--- config.mk ---
export PLATFORM = sky130hd
export DESIGN_NAME = vif_irq_ctrl
export DESIGN_NICKNAME = d
export VERILOG_FILES = /design/src/rtl/vif_irq_pkg.sv /design/src/rtl/vif_flag_bank.sv /design/src/rtl/vif_mask_bank.sv /design/src/rtl/vif_irq_out.sv /design/src/rtl/vif_irq_ctrl.sv
export SDC_FILE = /design/constraint.sdc
export NUM_CORES = 1
export LEC_CHECK = 0
export ABC_AREA = 0
export BUFFER_PORTS_ARGS = -buffer_cell sky130_fd_sc_hd__buf_2
export CAP_MARGIN = 20
export CORE_MARGIN = 1.5
export CORE_UTILIZATION = 35
export DETAILED_ROUTE_END_ITERATION = 7
export GPL_TIMING_DRIVEN = 0
export HOLD_SLACK_MARGIN = 0.15
export SETUP_SLACK_MARGIN = 0.15
export SLEW_MARGIN = 20
export SYNTH_ARGS = -nofsm -noshare
export SYNTH_HDL_FRONTEND = slang
export SYNTH_SLANG_ARGS = --single-unit
--- constraint.sdc ---
create_clock -name clk -period 0.9 [get_ports clk]
set_input_delay 0.09 -clock clk [delete_from_list [all_inputs] [get_ports clk]]
set_output_delay 0.09 -clock clk [all_outputs]
set_load 0.01 [all_outputs]
--- src/rtl/vif_irq_pkg.sv ---
package vif_irq_pkg;

   // Identifies one of the three event sources
   typedef enum logic [1:0] {
      SRC_SHIFT = 2'd0,
      SRC_TMR2  = 2'd1,
      SRC_TMR1  = 2'd2
   } irq_src_e;

   // One-cycle event strobes, grouped
   typedef struct packed {
      logic tmr1;
      logic tmr2;
      logic shift;
   } src_strobe_t;

endpackage

--- src/rtl/vif_flag_bank.sv ---
module vif_flag_bank #(
   parameter int FLD_W = 7,
   parameter logic [FLD_W-1:0] SRC_MASK = '0
) (
   input  logic             clk,
   input  logic             rst_n,
   input  logic [FLD_W-1:0] set_vec,
   input  logic [FLD_W-1:0] clr_vec,
   output logic [FLD_W-1:0] flag_q
);

   for (genvar i = 0; i < FLD_W; i++) begin : g_bit
      if (SRC_MASK[i]) begin : g_src
         // Bit with a source: clear first, then set, so the set wins
         always_ff @(posedge clk or negedge rst_n) begin
            if (!rst_n) begin
               flag_q[i] <= 1'b0;
            end else if (set_vec[i]) begin
               flag_q[i] <= 1'b1;
            end else if (clr_vec[i]) begin
               flag_q[i] <= 1'b0;
            end
         end
      end else begin : g_none
         // Bit without a source: it can never be set
         assign flag_q[i] = 1'b0;
      end
   end

endmodule

--- src/rtl/vif_mask_bank.sv ---
module vif_mask_bank #(
   parameter int FLD_W = 7
) (
   input  logic             clk,
   input  logic             rst_n,
   input  logic             wr_stb,
   input  logic [FLD_W:0]   wr_data,
   output logic [FLD_W-1:0] mask_q
);

   logic             op_set;
   logic [FLD_W-1:0] sel_bits;
   logic [FLD_W-1:0] mask_d;

   assign op_set   = wr_data[FLD_W];
   assign sel_bits = wr_data[FLD_W-1:0];

   always_comb begin
      mask_d = mask_q;
      if (wr_stb) begin
         if (op_set) begin
            mask_d = mask_q | sel_bits;
         end else begin
            mask_d = mask_q & ~sel_bits;
         end
      end
   end

   always_ff @(posedge clk or negedge rst_n) begin
      if (!rst_n) begin
         mask_q <= '0;
      end else begin
         mask_q <= mask_d;
      end
   end

endmodule

--- src/rtl/vif_irq_out.sv ---
module vif_irq_out #(
   parameter int FLD_W = 7,
   parameter logic [FLD_W-1:0] LINE_MASK = '0
) (
   input  logic             clk,
   input  logic             rst_n,
   input  logic [FLD_W-1:0] flag_q,
   input  logic [FLD_W-1:0] mask_q,
   output logic             any_pend,
   output logic             irq_q
);

   logic [FLD_W-1:0] pend;

   assign pend     = flag_q & mask_q;
   assign any_pend = |pend;

   always_ff @(posedge clk or negedge rst_n) begin
      if (!rst_n) begin
         irq_q <= 1'b0;
      end else begin
         irq_q <= |(pend & LINE_MASK);
      end
   end

endmodule

--- src/rtl/vif_irq_ctrl.sv ---
module vif_irq_ctrl #(
   parameter int DATA_W    = 8,
   parameter int SEL_W     = 4,
   parameter int FLAG_SEL  = 13,
   parameter int MASK_SEL  = 14,
   parameter int SHIFT_SEL = 10,
   parameter int T1LO_SEL  = 4,
   parameter int T2LO_SEL  = 8,
   parameter int SR_BIT    = 2,
   parameter int T2_BIT    = 5,
   parameter int T1_BIT    = 6
) (
   input  logic              clk,
   input  logic              rst_n,
   input  logic              wr_en,
   input  logic              rd_en,
   input  logic [SEL_W-1:0]  reg_sel,
   input  logic [DATA_W-1:0] wr_data,
   output logic [DATA_W-1:0] rd_data,
   input  logic              sr_done,
   input  logic              t2_done,
   input  logic              t1_done,
   output logic              irq
);
   import vif_irq_pkg::*;

   localparam int FLD_W = DATA_W - 1;
   localparam logic [FLD_W-1:0] SR_HOT = FLD_W'(1) << SR_BIT;
   localparam logic [FLD_W-1:0] T2_HOT = FLD_W'(1) << T2_BIT;
   localparam logic [FLD_W-1:0] T1_HOT = FLD_W'(1) << T1_BIT;
   localparam logic [FLD_W-1:0] SRC_MASK  = SR_HOT | T2_HOT | T1_HOT;
   localparam logic [FLD_W-1:0] LINE_MASK = SR_HOT | T1_HOT;

   // Checks on the parameters, done at elaboration
   if (DATA_W < 8) begin : g_bad_w
      $error("DATA_W must be at least 8");
   end
   if (FLAG_SEL == MASK_SEL) begin : g_bad_sel
      $error("flag and mask selects must differ");
   end
   if (FLAG_SEL >= (1 << SEL_W) || MASK_SEL >= (1 << SEL_W)) begin : g_bad_rng
      $error("register select out of range");
   end
   if (SR_BIT >= FLD_W || T2_BIT >= FLD_W || T1_BIT >= FLD_W) begin : g_bad_bit
      $error("source bit position out of range");
   end
   if (SR_BIT == T1_BIT || SR_BIT == T2_BIT || T1_BIT == T2_BIT) begin : g_bad_dup
      $error("source bit positions must be distinct");
   end

   src_strobe_t      stb;
   logic [FLD_W-1:0] set_vec;
   logic [FLD_W-1:0] clr_wr;
   logic [FLD_W-1:0] clr_rd;
   logic [FLD_W-1:0] flag_q;
   logic [FLD_W-1:0] mask_q;
   logic             any_pend;
   logic             hit_flag;
   logic             hit_mask;

   assign stb.shift = sr_done;
   assign stb.tmr2  = t2_done;
   assign stb.tmr1  = t1_done;

   assign hit_flag = (reg_sel == SEL_W'(FLAG_SEL));
   assign hit_mask = (reg_sel == SEL_W'(MASK_SEL));

   assign set_vec = ({FLD_W{stb.shift}} & SR_HOT)
                  | ({FLD_W{stb.tmr2}}  & T2_HOT)
                  | ({FLD_W{stb.tmr1}}  & T1_HOT);

   assign clr_wr = (wr_en && hit_flag) ? wr_data[FLD_W-1:0] : '0;

   always_comb begin
      clr_rd = '0;
      if (rd_en) begin
         if (reg_sel == SEL_W'(SHIFT_SEL)) clr_rd = clr_rd | SR_HOT;
         if (reg_sel == SEL_W'(T1LO_SEL))  clr_rd = clr_rd | T1_HOT;
         if (reg_sel == SEL_W'(T2LO_SEL))  clr_rd = clr_rd | T2_HOT;
      end
   end

   vif_flag_bank #(
      .FLD_W    (FLD_W),
      .SRC_MASK (SRC_MASK)
   ) u_flags (
      .clk     (clk),
      .rst_n   (rst_n),
      .set_vec (set_vec),
      .clr_vec (clr_wr | clr_rd),
      .flag_q  (flag_q)
   );

   vif_mask_bank #(
      .FLD_W (FLD_W)
   ) u_mask (
      .clk     (clk),
      .rst_n   (rst_n),
      .wr_stb  (wr_en && hit_mask),
      .wr_data (wr_data[FLD_W:0]),
      .mask_q  (mask_q)
   );

   vif_irq_out #(
      .FLD_W     (FLD_W),
      .LINE_MASK (LINE_MASK)
   ) u_out (
      .clk      (clk),
      .rst_n    (rst_n),
      .flag_q   (flag_q),
      .mask_q   (mask_q),
      .any_pend (any_pend),
      .irq_q    (irq)
   );

   // Read-back: bit 7 is made here, never stored
   always_comb begin
      rd_data = '0;
      if (hit_flag) begin
         rd_data[FLD_W-1:0] = flag_q;
         rd_data[FLD_W]     = any_pend;
      end else if (hit_mask) begin
         rd_data[FLD_W-1:0] = mask_q;
         rd_data[FLD_W]     = 1'b1;
      end
   end

endmodule

==> implementation parameters <==
Parameter                              Value

Floorplanning
  Placement Rows    15
  Full die area    2081 um^2
  Std-Cell Core Area    1708 um^2
  Die extent in y    approximately 46 um
  Horiz. Die Dim    45.62 um
  I/O pin cnt    28
  Starting utilization of the core area    37.22%

Route
  Count of vias placed by the detailed router    ~620
  Detailed router's first-iteration violation count    12
  Average detailed-routed wire length per instance    13.92 um
  DRC errors left    0
  Average via count per standard cell    between 4 and 5
  Total routed wirelength    1740 um
  First-pass DRT Iterations    4
  Remaining number of nets flagged by the antenna check after routing    0

Global routing
  Global-route met3 utilization    4.762%
  Most Used Layer, Global Route    met2
  Maximum number of pins on one net before global-route repair    12
  Number of global-route vias before repair    589
  Global Route met1 Usage    22.79%
  Grt total ovfl    0
  Combined global-route utilization of all metal layers    18.52%
  Global-route wire length before repair    about 2600 um
  Antenna violations before repair    0
  Met2 usage    29.01%

Clock network
  Cell chosen for the clock root    sky130_fd_sc_hd__clkbuf_4
  Clock sinks    11
  Number of H-tree branching levels    1
  Total CTS buffers    3
  CTS tree    yes
  Later-pin clock latency in the skew report    ~270 ps
  Hold buffer count at cts    2
  Maximum buffer depth of the clock tree    2
  CTS clk-pin slew, worst paths    70 ps

Finish
  Layout cells sized above 1    67.00%
  Area delta synth->final    64.57%
  Count of antenna diodes in the layout    0
  Final layout net count    120
  Core occupancy in the finished layout    61.25%
  Post-route design area    1046 um^2
  Fillers    approximately 150
  Top library cells by usage in the layout, fill and taps aside    sky130_fd_sc_hd__buf_2 (20), sky130_fd_sc_hd__dfrtp_1 (11), sky130_fd_sc_hd__buf_4 (7), sky130_fd_sc_hd__buf_6 (7)
  Leading cell type in the layout, fill and taps excluded    sky130_fd_sc_hd__buf_2

Critical path
  Count of buffer and inverter cells on the critical path    1
  Cell count of the worst reg-to-reg path    2
  Type of element capturing the critical path    primary output
  CP Capture Point    rd_data[7]
  Critical path arrival    1260 ps
  R2r setup slk    -10 ps
  Critical path's slowest cell    sky130_fd_sc_hd__dfrtp_1
  Critical path cell sequence    a22o_1 -> a21oi_2 -> o21ai_2 -> buf_2
  Crit Path Class    flop to primary output
  CP required    810 ps
  Number of gates on the worst path with buffers counted    4
  Crit-path max cell delay    400 ps
  CP startpoint kind    flop
  Crit path max fanout    2
  Family of cells with the greatest summed delay on the critical path    compound AO/OA/AOI/OAI gates

Synth
  Number of library cell types mapped by synthesis    23
  Sequential element share of the synthesized area    43.31%
  Number of instances in the synthesized netlist    58
  Synthesized area per cell    10.96 um^2
  Synth warnings    0
  Cell area after synthesis    between 600 and 700 um^2
  Mapped Nets    77
  Flip-flop and latch count after synthesis    11

Pwr
  Leakage dissipation    0.5008 nW
  Worst IR Drop VDD    0.7935 mV
  Share of total power in combinational logic    a little under a third
  Power per standard cell area    1339 nW/um^2
  Sw frac    27.55%
  Clock Power Share    24.7%
  Reported net switching power    just under 0.4 mW
  Internal power    1.015 mW
  Sequential group share of total power    44.3%

Placement
  Detail Placement HPWL    1113 um
  Routability-driven placement congestion ratio    about 0.73
  Cell area reported after detailed placement    817.0 um^2
  Count of port buffers added during placement    27

Run status
  Outcome    finished, violations left
  Violations in the final reports    setup timing

STA
  Count of pins over their slew limit    0
  Hold violation count in the final report    0
  Smallest setup slack after layout    -452.1 ps
  Achievable Freq    between 0.7 and 0.8 GHz
  RSZ-0062 raised after global routing    yes
  Post-route fraction of the period consumed by the critical path    150.2%
  Slew margin rel.    82.04%
  Number of endpoints failing setup at the final stage    10
  Setup Skew    between 2 and 2.5 ps
  Final critical path time including I/O delays and setup    1352 ps
  Transition time of the tightest slew-check pin    269.4 ps

Flow run
  Maximum Capacitance Violations    0

Min path
  Worst hold-check path type    input port to flop
==> layer usage <==
metal | wire length, um | part of all wire [%]
met4 | 19 | 1.1
met3 | 97 | 5.6
met1 | 770 | 44
met5 | 0 | 0
met2 | 852 | 49
==> area by class of cell <==
class,instances,area [um^2],share of cell area (%)
buffer,2,30.03,2.871
multi-input combinational,45,389.1,37.20
clock buffer,4,26.28,2.512
timing repair buffer,38,294.0,28.11
sequential,11,275.3,26.32
tap,25,31.28,2.990
==> stage by stage <==
step	instances	power (mW)	setup WS (ps)	hold WS [ps]	TNS, ps
final	125	1.401	-452.1	2.696	-1945
after global routing	125	1.502	-496.0	-12.31	-2410
after CTS	122	1.337	-427.9	-6.294	-1802
after detailed placement	110	0.9052	-225.5	-19.28	-2566
after global placement	110	0.8961	-217.1	-19.38	-2434
after floorplan	58	0.7879	-39.87	-205.6	-79.75
==> power groups by stage <==
stage / clock network (mW) / registers (mW) / logic (mW)
2_1_floorplan: 0 / 0.620 / 0.168
3_3_place_gp: 0 / 0.623 / 0.274
3_5_place_dp: 0 / 0.625 / 0.280
4_1_cts: 0.363 / 0.613 / 0.361
5_1_grt: 0.409 / 0.626 / 0.467
6_report: 0.346 / 0.621 / 0.434
==> worst min path at each step <==
stage / from / endpoint / slack (ps) / cells past startpoint
finish: t2_done / u_flags.flag_q[5] / 3 / 2
global route: t2_done / u_flags.flag_q[5] / -10 / 2
CTS: t2_done / u_flags.flag_q[5] / -6 / 2
detailed placement: rst_n / asynchronous set/reset pin / -20 / 1
global placement: rst_n / asynchronous set/reset pin / -20 / 1
floorplan: rst_n / asynchronous set/reset pin / -210 / 0
==> synthesized netlist by cell type, drive strengths merged <==
| cell | number | area (um^2) |
|---|---|---|
| o21ai | 2 | 10.01 |
| or4bb | 1 | 11.26 |
| nand3 | 9 | 55.05 |
| nor2 | 3 | 11.26 |
| nor2b | 1 | 6.260 |
| dfrtp | 11 | 275.3 |
| and2b | 1 | 10.01 |
| nand2 | 4 | 15.01 |
| nand2b | 1 | 6.260 |
| and3 | 6 | 42.54 |
| o21bai | 1 | 7.510 |
| a22oi | 3 | 22.52 |
| and2 | 1 | 6.260 |
| a22o | 1 | 8.760 |
| buf | 2 | 26.27 |
| a31o | 2 | 17.52 |
| and4bb | 1 | 12.51 |
| mux2 | 7 | 86.33 |
| a21oi | 1 | 5.000 |
==> what timing repair did <==
item                                    CTS  global route
gates cloned                              1             0
pin swaps                                 4             2
setup buffers                             5             3
gates resized for setup                  13             9
endpoints found under the setup margin   17            19
hold endpoints to repair                 18             9
==> cells by family (layout without fill, tap and decap cells) <==
| group | count (synthesis) | count (layout) | share of synthesized area (%) |
|---|---|---|---|
| compound gates | 10 | 10 | 11.22 |
| buf+inv | 2 | 44 | 4.133 |
| simple gates | 28 | 28 | 27.76 |
| flops | 11 | 11 | 43.31 |
| mux | 7 | 7 | 13.58 |
(Power assumes the default switching activity.)
